--- config.mk ---
export PLATFORM = sky130hd
export DESIGN_NAME = tpin_unit
export DESIGN_NICKNAME = d
export VERILOG_FILES = /design/src/rtl/tpin_unit.sv
export SDC_FILE = /design/constraint.sdc
export NUM_CORES = 1
export LEC_CHECK = 0
export BUFFER_PORTS_ARGS = -buffer_cell sky130_fd_sc_hd__clkbuf_2
export CAP_MARGIN = 10
export CELL_PAD_IN_SITES_DETAIL_PLACEMENT = 0
export CELL_PAD_IN_SITES_GLOBAL_PLACEMENT = 2
export CORE_MARGIN = 5
export CORE_UTILIZATION = 24
export DETAILED_ROUTE_END_ITERATION = 6
export GPL_TIMING_DRIVEN = 0
export HOLD_SLACK_MARGIN = 0.02
export PLACE_DENSITY_LB_ADDON = 0.1
export SKIP_LAST_GASP = 1
export SLEW_MARGIN = 20
export SYNTH_ARGS = -nofsm -noshare
export SYNTH_HDL_FRONTEND = slang
export SYNTH_SLANG_ARGS = --single-unit
--- constraint.sdc ---
create_clock -name clk -period 4.5 [get_ports clk]
set_clock_uncertainty 0.2 [all_clocks]
set_input_delay 0.9 -clock clk [delete_from_list [all_inputs] [get_ports clk]]
set_output_delay 0.9 -clock clk [all_outputs]
set_load 0.05 [all_outputs]
--- src/rtl/tpin_unit.sv ---
module tpin_unit #(
  parameter int AW          = 4,
  parameter int SYNC_STAGES = 2
) (
  input  logic          clk,
  input  logic          rst_n,
  input  logic          wr_en,
  input  logic          rd_en,
  input  logic [AW-1:0] addr,
  input  logic [31:0]   wdata,
  output logic [31:0]   rdata,
  input  logic          pin_in,
  output logic          pin_out,
  output logic          pin_oe,
  output logic          irq
);
  localparam logic [AW-1:0] ADDR_MODE = AW'(0);
  localparam logic [AW-1:0] ADDR_STAT = AW'(4);
  localparam logic [2:0]    SEL_CAP   = 3'd1;
  localparam logic [2:0]    SEL_GPIO  = 3'd4;

  logic [2:0]             sel;
  logic [1:0]             gpo;
  logic                   ien;
  logic [1:0]             edg;
  logic [3:0]             flags;
  logic [SYNC_STAGES-1:0] sync;
  logic                   prev;

  wire lvl     = sync[SYNC_STAGES-1];
  wire rise    = lvl & ~prev;
  wire fall    = ~lvl & prev;
  wire cap_evt = (sel == SEL_CAP) & ((edg[0] & rise) | (edg[1] & fall));
  wire wr_mode = wr_en & (addr == ADDR_MODE);
  wire wr_stat = wr_en & (addr == ADDR_STAT);

  wire [31:0] mode_word = {14'd0, edg, 7'd0, ien, 2'd0, gpo, 1'b0, sel};
  wire [31:0] stat_word = {23'd0, lvl, 4'd0, flags};

  always_ff @(posedge clk) begin
    if (!rst_n) begin
      sync <= '0;
      prev <= 1'b0;
    end else begin
      sync <= {sync[SYNC_STAGES-2:0], pin_in};
      prev <= lvl;
    end
  end

  always_ff @(posedge clk) begin
    if (!rst_n) begin
      sel <= '0;
      gpo <= '0;
      ien <= 1'b0;
      edg <= '0;
    end else if (wr_mode) begin
      sel <= wdata[2:0];
      gpo <= wdata[5:4];
      ien <= wdata[8];
      edg <= wdata[17:16];
    end
  end

  always_ff @(posedge clk) begin
    if (!rst_n)
      flags <= '0;
    else
      flags <= (flags & ~(wr_stat ? wdata[3:0] : 4'd0)) | {3'd0, cap_evt};
  end

  always_ff @(posedge clk) begin
    if (!rst_n)
      rdata <= '0;
    else if (rd_en) begin
      if (addr == ADDR_MODE)      rdata <= mode_word;
      else if (addr == ADDR_STAT) rdata <= stat_word;
      else                        rdata <= '0;
    end
  end

  assign pin_oe  = (sel == SEL_GPIO) & gpo[1];
  assign pin_out = pin_oe & gpo[0];
  assign irq     = ien & (|flags);
endmodule

# Word-level counts from Yosys, hierarchy flattened
# Index checks and enable logic that the tools add are counted.
dict set report word_totals {
  register_bits 47
  inputBits 41
  output_inout_bits 35
}
dict set report op_classes {
  n_eq_ne 3
  muxes 3
  bitwise_logic 16
  n_reduce_logical 2
}
# op n
set ops {}
lappend ops {{18-bit 2-to-1 mux} 1}
lappend ops {{1-bit bitwise AND} 10}
lappend ops {{9-bit 2-to-1 mux} 1}
lappend ops {{4-bit bitwise AND} 1}
lappend ops {{4-bit by 3-bit == test with 1-bit output (second input constant)} 1}
lappend ops {{4-bit zero test} 1}
lappend ops {{4-bit 2-to-1 mux} 1}
lappend ops {{4-bit NOT} 1}
lappend ops {{4-bit by 1-bit bitwise OR with 4-bit output} 1}
lappend ops {{4-bit OR reduction} 1}
lappend ops {{3-bit by 1-bit == test with 1-bit output (second input constant)} 1}
lappend ops {{3-bit == test (second input constant)} 1}
lappend ops {{1-bit NOT} 2}
lappend ops {{1-bit bitwise OR} 1}

# Longest topological paths before layout
# Gate-level depths: netlist (run 1).
dict set report depth {
  depth_word 6
  depth_mapped 4
  ltp_nobuf 3
}

# Least setup slack after synthesis (run 1)
# Ideal clock, no wire load.
dict set report synth_timing {
  kind {reg-to-output}
  startpoint {register sel[2]}
  endpoint {output port pin_out}
  arrival_time_ns 2.043
  t_required_ns 3.400
  slack_ns 1.357
  stages_incl_launch_ff 4
  n_path_buf 0
  path_cell_list {dfxtp_1 > nand2_1 > nor3_1 > and2_1}
}
dict set report synth_between {
  elab_chain_cells 3
}
# element line
set synth_lines {}
lappend synth_lines {{from (decl)} 22} ;# logic [2:0] sel;
lappend synth_lines {{from (signal assigned)} 57} ;# sel <= wdata[2:0];
lappend synth_lines {{3-bit == test} 81} ;# assign pin_oe = (sel == SEL_GPIO) & gpo[1];
lappend synth_lines {{1-bit bitwise AND} 81}
lappend synth_lines {{named net pin_oe} 14} ;# output logic pin_oe,
lappend synth_lines {{1-bit bitwise AND} 82} ;# assign pin_out = pin_oe & gpo[0];
lappend synth_lines {{to (decl)} 13} ;# output logic pin_out,
# The timed path passes the listed nets, and every way through them passes these cells.

# Final worst setup path (run 1)
dict set report layout_timing {
  startpoint {register sel[2]}
  endpoint {output port pin_out}
}
dict set report layout_between {
  elab_chain_cells 3
}
# element line
set layout_lines {}
lappend layout_lines {{3-bit == test} 81}
lappend layout_lines {{1-bit bitwise AND} 81}
lappend layout_lines {{1-bit bitwise AND} 82}
# Every way passes these cells.

==> flow_summary.json, run 1 <==
{
  "grt-ovfl-total": 0,
  "worstSkewPairLatency_ps": 260,
  "row_count": 25,
  "num_vias": 969,
  "ys_types": 29,
  "crit_required_ps": 3400,
  "cts_sinks": 24,
  "wl_um": 2820,
  "p_leak_nw": 0.734,
  "io_pins": 76,
  "cp.arrival_ps": 1390,
  "synthTopCellsByArea": "dfxtp_1 41%, buf_4 15%, nand2_1 7.3%, mux2i_1 6.8%, and2_1 4.2%",
  "synth-xor-area-share": 0,
  "synth_common_cells": "24 x dfxtp_1, 23 x buf_4, 23 x nand2_1, 8 x and2_1, 8 x mux2i_1",
  "synthAdderAreaFrac": 0,
  "initialDrtViolationCount": 41,
  "worstSetupPathType": "flop to output port",
  "period_share": 0.554,
  "cts_resized": 0,
  "ys_ff_latch": 24,
  "diodes": 0,
  "path_max_fanout": 4,
  "cts-buffers-inserted": 3,
  "synthSimpleGateAreaFrac": 0.253,
  "initial_core_util": 0.249,
  "die_w_um": 80.3,
  "ir_worst_vdd_mv": 0.270,
  "nNetsFinal": 225,
  "period_needed_ps": 2490,
  "cts.path.max_buffers": 2,
  "postCtsSetupRepairBufs": 0,
  "synth_ff_type": "dfxtp_1",
  "fin_tns_setup_ps": 0,
  "slew_viol_final": 0,
  "cts_tree": "yes",
  "final-seq-area_um2": 480,
  "grt_max_degree": 14,
  "seq_area_frac_synth": 0.405,
  "grt_pass1_vias": 969,
  "multiInputGateArea_um2": 589,
  "hold_class": "flop to flop",
  "cap_violations": 0,
  "rsz0062_at_grt": "no",
  "synth_top_family_by_area": "simple AND/OR/NAND/NOR gates",
  "holdBufCountCts": 0,
  "synth_area_mm2": 0.00118,
  "yosys.cell_count.top_type": "dfxtp_1",
  "htreeDepth": 1,
  "core_mm2": 0.00475,
  "io_buffers": 28,
  "drive_above_1_share": 0.339,
  "postSynthCellCount": 129,
  "synth_compound_area_frac": 0.103,
  "dp_slack_ps": 2110,
  "startpoint_type": "flop",
  "fp.dieH_um": 80.3,
  "netlist.area_leader.share": 0.405,
  "cp-end-kind": "output port",
  "dieArea_mm2": 0.00644,
  "avgSynthCellArea_um2": 9.19,
  "nFillCells": 549,
  "first_pass_iters": 4,
  "antenna_found_initial": 0,
  "setup_viol_count_final": 0,
  "area_growth_syn_to_layout_pct": 30.5,
  "drc_errors": 0,
  "vias_per_cell": 3.88,
  "yosysWarnings": 0,
  "routedWlPerCell_um": 11.3,
  "clock.fmax_mhz": 401,
  "synth.area.mux_share": 0.0676,
  "grt_usage": 0.0929,
  "power_density_mw_per_mm2": 289,
  "synth_edf_count": 0,
  "cts-root-buf": "clkbuf_8",
  "hold_viol": 0,
  "dp_hpwl_um": 2330,
  "status": "finished, final reports clean",
  "clk_pin_slew_ps": 90,
  "post-synth-top-area-cell": "dfxtp_1",
  "ant_nets": 0,
  "timing.final.ws_setup_ps": 2010,
  "grt_pass1_wl_um": 4690,
  "synth-async-reset-ratio": 0,
  "gp_congestion": 0.735
}
-- cell families after synthesis --
group	count (synthesis)
AOI/OAI and AO/OA	15
buffers and inverters	29
DFF	24
muxes	8
other	1
and+or+nand+nor	52
-- through the flow --
step	utilization	instance area (um^2)	hold WS, ps	total power, W	std cells
finish	0.325	1550	239	0.000447	250
global placement	0.314	1490	217	0.000303	246
CTS	0.325	1550	244	0.000450	250
floorplan	-	1270	212	0.000290	151
global route	0.325	1550	263	0.000466	250
detailed placement	0.314	1490	223	0.000303	246
-- layout by cell type, fill, tap and decap left out, types with 2 or more instances in the layout --
cell	count
conb_1	23
clkbuf_2	28
mux2i_1	8
buf_4	23
clkbuf_1	3
a21oi_1	3
clkbuf_8	4
nand2_1	23
and2_1	8
a221o_2	4
and2b_1	5
dfxtp_1	24
o21a_1	4
nor3_1	2
buf_2	2
nor3b_1	4
-- cell type report --
cell class	count	share of cell area
repair buffers	28	0.0906
clock buffers	4	0.0356
plain buffers	29	0.128
multi-input cells	98	0.381
flip-flops and latches	24	0.311
well taps	67	0.0542
-- power by group --
part	leakage [nW]	switching (W)	internal [W]	total [W]
Clock	0.0288	0.0000704	0.0000781	0.000149
Combinational	0.511	0.0000579	0.0000245	0.0000824
Sequential	0.194	0.00000146	0.000214	0.000216
-- path summary, 6_finish.rpt --
check / end / depth (start not counted) / slack [ps] / startpoint
hold / removal: sync[1]$_SDFF_PN0_ / 1 / 240 / sync[0]$_SDFF_PN0_
setup / recovery: pin_out / 4 / 2010 / sel[2]$_SDFFE_PN0P_
hold reg to reg: sync[1]$_SDFF_PN0_ / 1 / 240 / sync[0]$_SDFF_PN0_
setup reg to reg: flags[0]$_SDFF_PN0_ / 2 / 3410 / sel[1]$_SDFFE_PN0P_
-- worst max-delay path, stage by stage (launching register included) --
cell and delay (ps):
dfxtp_1 390, nand2_1 70, nor3_1 230, and2_1 170, clkbuf_2 270
-- registers in the layout, indices dropped and copies added (netlist names) --
name   count
sync       2
ien        1
rdata      9
flags      4
prev       1
edg        2
gpo        2
sel        3
-- per-layer routing --
layer  vias to the layer above  track usage  share of wire
met5                         -            0              0
met4                         0       0.0152         0.0067
met2                        28        0.167           0.52
met1                       439        0.107           0.42
met3                         2       0.0325          0.060
li1                        500            -              -
No activity file was read; power rests on OpenSTA's default activity.
==> run 2, diff against run 1 <==
--- a/config.mk
+++ b/config.mk
@@ -10,7 +10,7 @@
 export CELL_PAD_IN_SITES_DETAIL_PLACEMENT = 0
 export CELL_PAD_IN_SITES_GLOBAL_PLACEMENT = 2
 export CORE_MARGIN = 5
-export CORE_UTILIZATION = 24
+export CORE_UTILIZATION = 22
 export DETAILED_ROUTE_END_ITERATION = 6
 export GPL_TIMING_DRIVEN = 0
 export HOLD_SLACK_MARGIN = 0.02
==> constraint.sdc (replaced) <==
create_clock -name clk -period 2.4 [get_ports clk]
set_clock_uncertainty 0.2 [all_clocks]
set_input_delay 0.48 -clock clk [delete_from_list [all_inputs] [get_ports clk]]
set_output_delay 0.48 -clock clk [all_outputs]
set_load 0.05 [all_outputs]
==> run 2 against run 1 <==
Effect of this change:
- total power rose by 88%
- largest cell class unchanged
- non-clock buffer count stayed put
- critical path type unchanged
- global-route usage decreased by 0.70 points
- clock power up 87%
- clock-buffer cell count unchanged
- largest power group unchanged
==> flow_summary.json, run 2 (same netlist as run 1, synthesis figures left out) <==
{
  "rsz0062_at_grt": "no",
  "antenna_found_initial": 0,
  "most-common-layout-cells": "28 x clkbuf_2, 24 x dfxtp_1, 23 x nand2_1, 23 x buf_4, 23 x conb_1",
  "holdBufCountCts": 0,
  "p_leak_nw": 0.739,
  "period_share": 0.835,
  "slew_viol_final": 0,
  "dp_hpwl_um": 2400,
  "cts-root-buf": "clkbuf_8",
  "hold_viol": 0,
  "power_density_mw_per_mm2": 539,
  "vias_per_cell": 3.83,
  "nNetsFinal": 225,
  "worstReg2RegStart": "sel[1]$_SDFFE_PN0P_",
  "die_w_um": 83.4,
  "startpoint_type": "flop",
  "fin_tns_setup_ps": 0,
  "path_max_fanout": 4,
  "worstRegToRegCells": 2,
  "status": "finished, final reports clean",
  "cp-end-kind": "output port",
  "cap_violations": 0,
  "cts.path.max_buffers": 2,
  "dp.cells": 249,
  "crit_required_ps": 1720,
  "largest-register": "rdata",
  "row_count": 26,
  "hold_class": "input pin to flop",
  "grt_usage": 0.0859,
  "grt-ovfl-total": 0,
  "cts-buffers-inserted": 3,
  "cp.arrival_ps": 1320,
  "io_buffers": 28,
  "routedWlPerCell_um": 11.6,
  "fp.dieH_um": 83.4,
  "drive_above_1_share": 0.344,
  "core_mm2": 0.00517,
  "cts_resized": 0,
  "io_pins": 76,
  "holdWs_ps": 171,
  "ir_worst_vdd_mv": 0.270,
  "grt_max_degree": 14,
  "fin_cells": 253,
  "largest_registers": "rdata x9, flags x4, sel x3",
  "ant_nets": 0,
  "grt_pass1_wl_um": 4890,
  "postCtsSetupRepairBufs": 0,
  "area_growth_syn_to_layout_pct": 31.3,
  "setup_viol_count_final": 0,
  "gp_congestion": 0.738,
  "period_needed_ps": 2000,
  "clock.fmax_mhz": 499,
  "r2r-end": "flags[0]$_SDFF_PN0_",
  "wl_um": 2950,
  "largest_register_ffs": 9,
  "initialDrtViolationCount": 37,
  "final_common_cell": "clkbuf_2",
  "diodes": 0,
  "dieArea_mm2": 0.00695,
  "drc_errors": 0,
  "cp-startpoint": "sel[2]$_SDFFE_PN0P_",
  "worstSetupPathType": "flop to output port",
  "worstSkewPairLatency_ps": 260,
  "first_pass_iters": 3,
  "crit_path_end": "pin_out",
  "cts_sinks": 24,
  "num_vias": 970,
  "clk_pin_slew_ps": 90,
  "cts_tree": "yes",
  "r2r_slack_ps": 1310,
  "initial_core_util": 0.229,
  "grt_pass1_vias": 1024,
  "htreeDepth": 1
}
run 2: worst min path at each step:
stage | from | endpoint | slack (ps) | depth (start not counted)
after floorplan | sync[0]$_SDFF_PN0_ | sync[1]$_SDFF_PN0_ | 210 | 1
after global placement | sync[0]$_SDFF_PN0_ | sync[1]$_SDFF_PN0_ | 220 | 1
after detailed placement | sync[0]$_SDFF_PN0_ | sync[1]$_SDFF_PN0_ | 220 | 1
after CTS | wdata[3] | flags[3]$_SDFF_PN0_ | 170 | 2
after global routing | wdata[3] | flags[3]$_SDFF_PN0_ | 170 | 2
final | wdata[3] | flags[3]$_SDFF_PN0_ | 170 | 2
run 2: layout make-up:
type,count,area (um^2)
fill,579,3620
multi-input combinational,98,594
sequential,24,480
buffer,29,198
timing repair buffer,28,140
tap,70,87.6
clock buffer,4,55.1
run 2: through the flow:
stage	power [W]	util	area (um^2)	setup WS, ps
final	0.000839	0.301	1560	395
after global routing	0.000876	0.301	1560	295
after global placement	0.000568	0.290	1500	427
after floorplan	0.000543	-	1270	145
after CTS	0.000847	0.301	1560	394
after detailed placement	0.000569	0.290	1500	365
run 2: where the power goes:
group	internal (W)	switching, W
registers	0.000402	0.00000298
clock network	0.000147	0.000132
logic	0.0000459	0.000109
total	0.000594	0.000244
run 2: critical path, stage by stage, from the launching register on:
cell and delay (ps):
dfxtp_1 400, nand2_1 90, nor3_2 150, and2_1 150, clkbuf_2 270
run 2: per-layer routing:
layer | vias up | track usage | wire length (um)
li1 | 500 | - | -
met1 | 448 | 0.0935 | 1260
met2 | 20 | 0.160 | 1520
met3 | 2 | 0.0317 | 151
met4 | 0 | 0.0134 | 20
met5 | - | 0 | 0
==> run 3, diff against run 2 <==
==> constraint.sdc (replaced) <==
create_clock -name clk -period 2.07 [get_ports clk]
set_clock_uncertainty 0.2 [all_clocks]
set_input_delay 0.414 -clock clk [delete_from_list [all_inputs] [get_ports clk]]
set_output_delay 0.414 -clock clk [all_outputs]
set_load 0.05 [all_outputs]
==> run 3 against run 2 <==
Effect of this change:
- global-route usage up 0.40 points
- total power grew 16%
- sequential power is 16% higher
- sequential share of layout area decreased by 0.12 points
- first-iteration DRC count is 68% lower
- setup slack worse by 270 ps
- die area unchanged
- core utilization increased by 0.12 points
- clock power is 16% higher
- clock-buffer cell count unchanged
- largest cell class unchanged
==> flow_summary.json, run 3 (same netlist as run 1, synthesis figures left out) <==
{
  "cts.path.max_buffers": 2,
  "cap_violations": 0,
  "path_max_fanout": 4,
  "crit_required_ps": 1460,
  "p_leak_nw": 0.733,
  "postCtsSetupRepairBufs": 0,
  "grt-ovfl-total": 0,
  "rsz0062_at_grt": "no",
  "grt_pass1_vias": 1046,
  "multiInputGateArea_um2": 601,
  "grt_usage": 0.0900,
  "crit_path_end": "pin_out",
  "final_common_cell": "clkbuf_2",
  "startpoint_type": "flop",
  "cts_sinks": 24,
  "status": "finished, final reports clean",
  "final-seq-area_um2": 480,
  "holdBufCountCts": 0,
  "worstSetupPathType": "flop to output port",
  "nNetsFinal": 225,
  "cts-buffers-inserted": 3,
  "io_pins": 76,
  "routedWlPerCell_um": 11.7,
  "cp-startpoint": "sel[2]$_SDFFE_PN0P_",
  "row_count": 26,
  "worstSkewPairLatency_ps": 270,
  "htreeDepth": 1,
  "io_buffers": 28,
  "nFillCells": 561,
  "ir_worst_vdd_mv": 0.309,
  "cts-root-buf": "clkbuf_8",
  "placed_cell_area_mm2": 0.00151,
  "r2r-end": "flags[0]$_SDFF_PN0_",
  "worstReg2RegStart": "sel[0]$_SDFFE_PN0P_",
  "largest_register_ffs": 9,
  "gp_congestion": 0.773,
  "period_needed_ps": 1940,
  "worst_pin_slew_ps": 504,
  "holdWs_ps": 115,
  "slew_viol_final": 0,
  "core_mm2": 0.00517,
  "hold_viol": 0,
  "fin_total_pwr_w": 0.000974,
  "antenna_found_initial": 0,
  "clock.fmax_mhz": 515,
  "num_vias": 986,
  "vias_per_cell": 3.90,
  "dieArea_mm2": 0.00695,
  "cts_tree": "yes",
  "area_growth_syn_to_layout_pct": 31.8,
  "cts_resized": 0,
  "wl_um": 2960,
  "most-common-layout-cells": "28 x clkbuf_2, 24 x dfxtp_1, 23 x nand2_1, 23 x buf_4, 23 x conb_1",
  "period_share": 0.939,
  "largest_registers": "rdata x9, flags x4, sel x3",
  "clk_pin_slew_ps": 90,
  "hold_class": "input pin to flop",
  "cp-end-kind": "output port",
  "grt_max_degree": 14,
  "dp_hpwl_um": 2400,
  "postLayoutCellArea_mm2": 0.00156,
  "fin_tns_setup_ps": 0,
  "largest-register": "rdata",
  "worstRegToRegCells": 2,
  "power_density_mw_per_mm2": 624,
  "grt_pass1_wl_um": 5110,
  "setup_viol_count_final": 0,
  "cp.arrival_ps": 1330,
  "fp.dieH_um": 83.4,
  "ant_nets": 0,
  "first_pass_iters": 5,
  "die_w_um": 83.4,
  "diodes": 0,
  "initialDrtViolationCount": 12,
  "drc_errors": 0,
  "r2r_slack_ps": 990,
  "relSlewSlack": 0.664,
  "drive_above_1_share": 0.344,
  "initial_core_util": 0.229
}
## run 3: stage by stage
stage                     setup WS [ps]   util  cells
after global routing               39.7  0.302    253
final                               127  0.302    253
after global placement              164  0.291    249
after CTS                           106  0.302    253
after floorplan                    87.8      -    151
after detailed placement            143  0.291    249
## run 3: power by group
| group | internal, W | leakage (nW) | switching (W) | total (W) |
|---|---|---|---|---|
| combinational | 0.0000533 | 0.510 | 0.000128 | 0.000181 |
| sequential | 0.000466 | 0.194 | 0.00000363 | 0.000469 |
| clock | 0.000170 | 0.0288 | 0.000154 | 0.000324 |
## run 3: final cells by class
| type | count | area share |
|---|---|---|
| clock buffer | 4 | 0.0353 |
| tap | 70 | 0.0561 |
| multi-input combinational | 98 | 0.385 |
| sequential | 24 | 0.308 |
| buffer | 29 | 0.127 |
| timing repair buffer | 28 | 0.0897 |
## run 3: critical path: stages, from the launching register on
cell and delay (ps):
dfxtp_1 400, nand2_1 110, nor3_4 140, and2_1 140
clkbuf_2 270
## run 3: worst min-delay path by stage
stage	from	to	slack, ps	cells past startpoint
floorplan	sync[0]$_SDFF_PN0_	sync[1]$_SDFF_PN0_	210	1
global placement	sync[0]$_SDFF_PN0_	sync[1]$_SDFF_PN0_	220	1
detailed placement	sync[0]$_SDFF_PN0_	sync[1]$_SDFF_PN0_	220	1
CTS	wdata[3]	flags[3]$_SDFF_PN0_	110	2
global route	wdata[2]	flags[2]$_SDFF_PN0_	120	2
finish	wdata[3]	flags[3]$_SDFF_PN0_	120	2
## run 3: routing by layer
layer / global-route usage / share of wire / vias to the layer above
met5: 0 / 0 / -
met4: 0.0178 / 0.0068 / 0
met3: 0.0366 / 0.061 / 2
met2: 0.164 / 0.52 / 29
met1: 0.0975 / 0.42 / 456
li1: - / - / 499
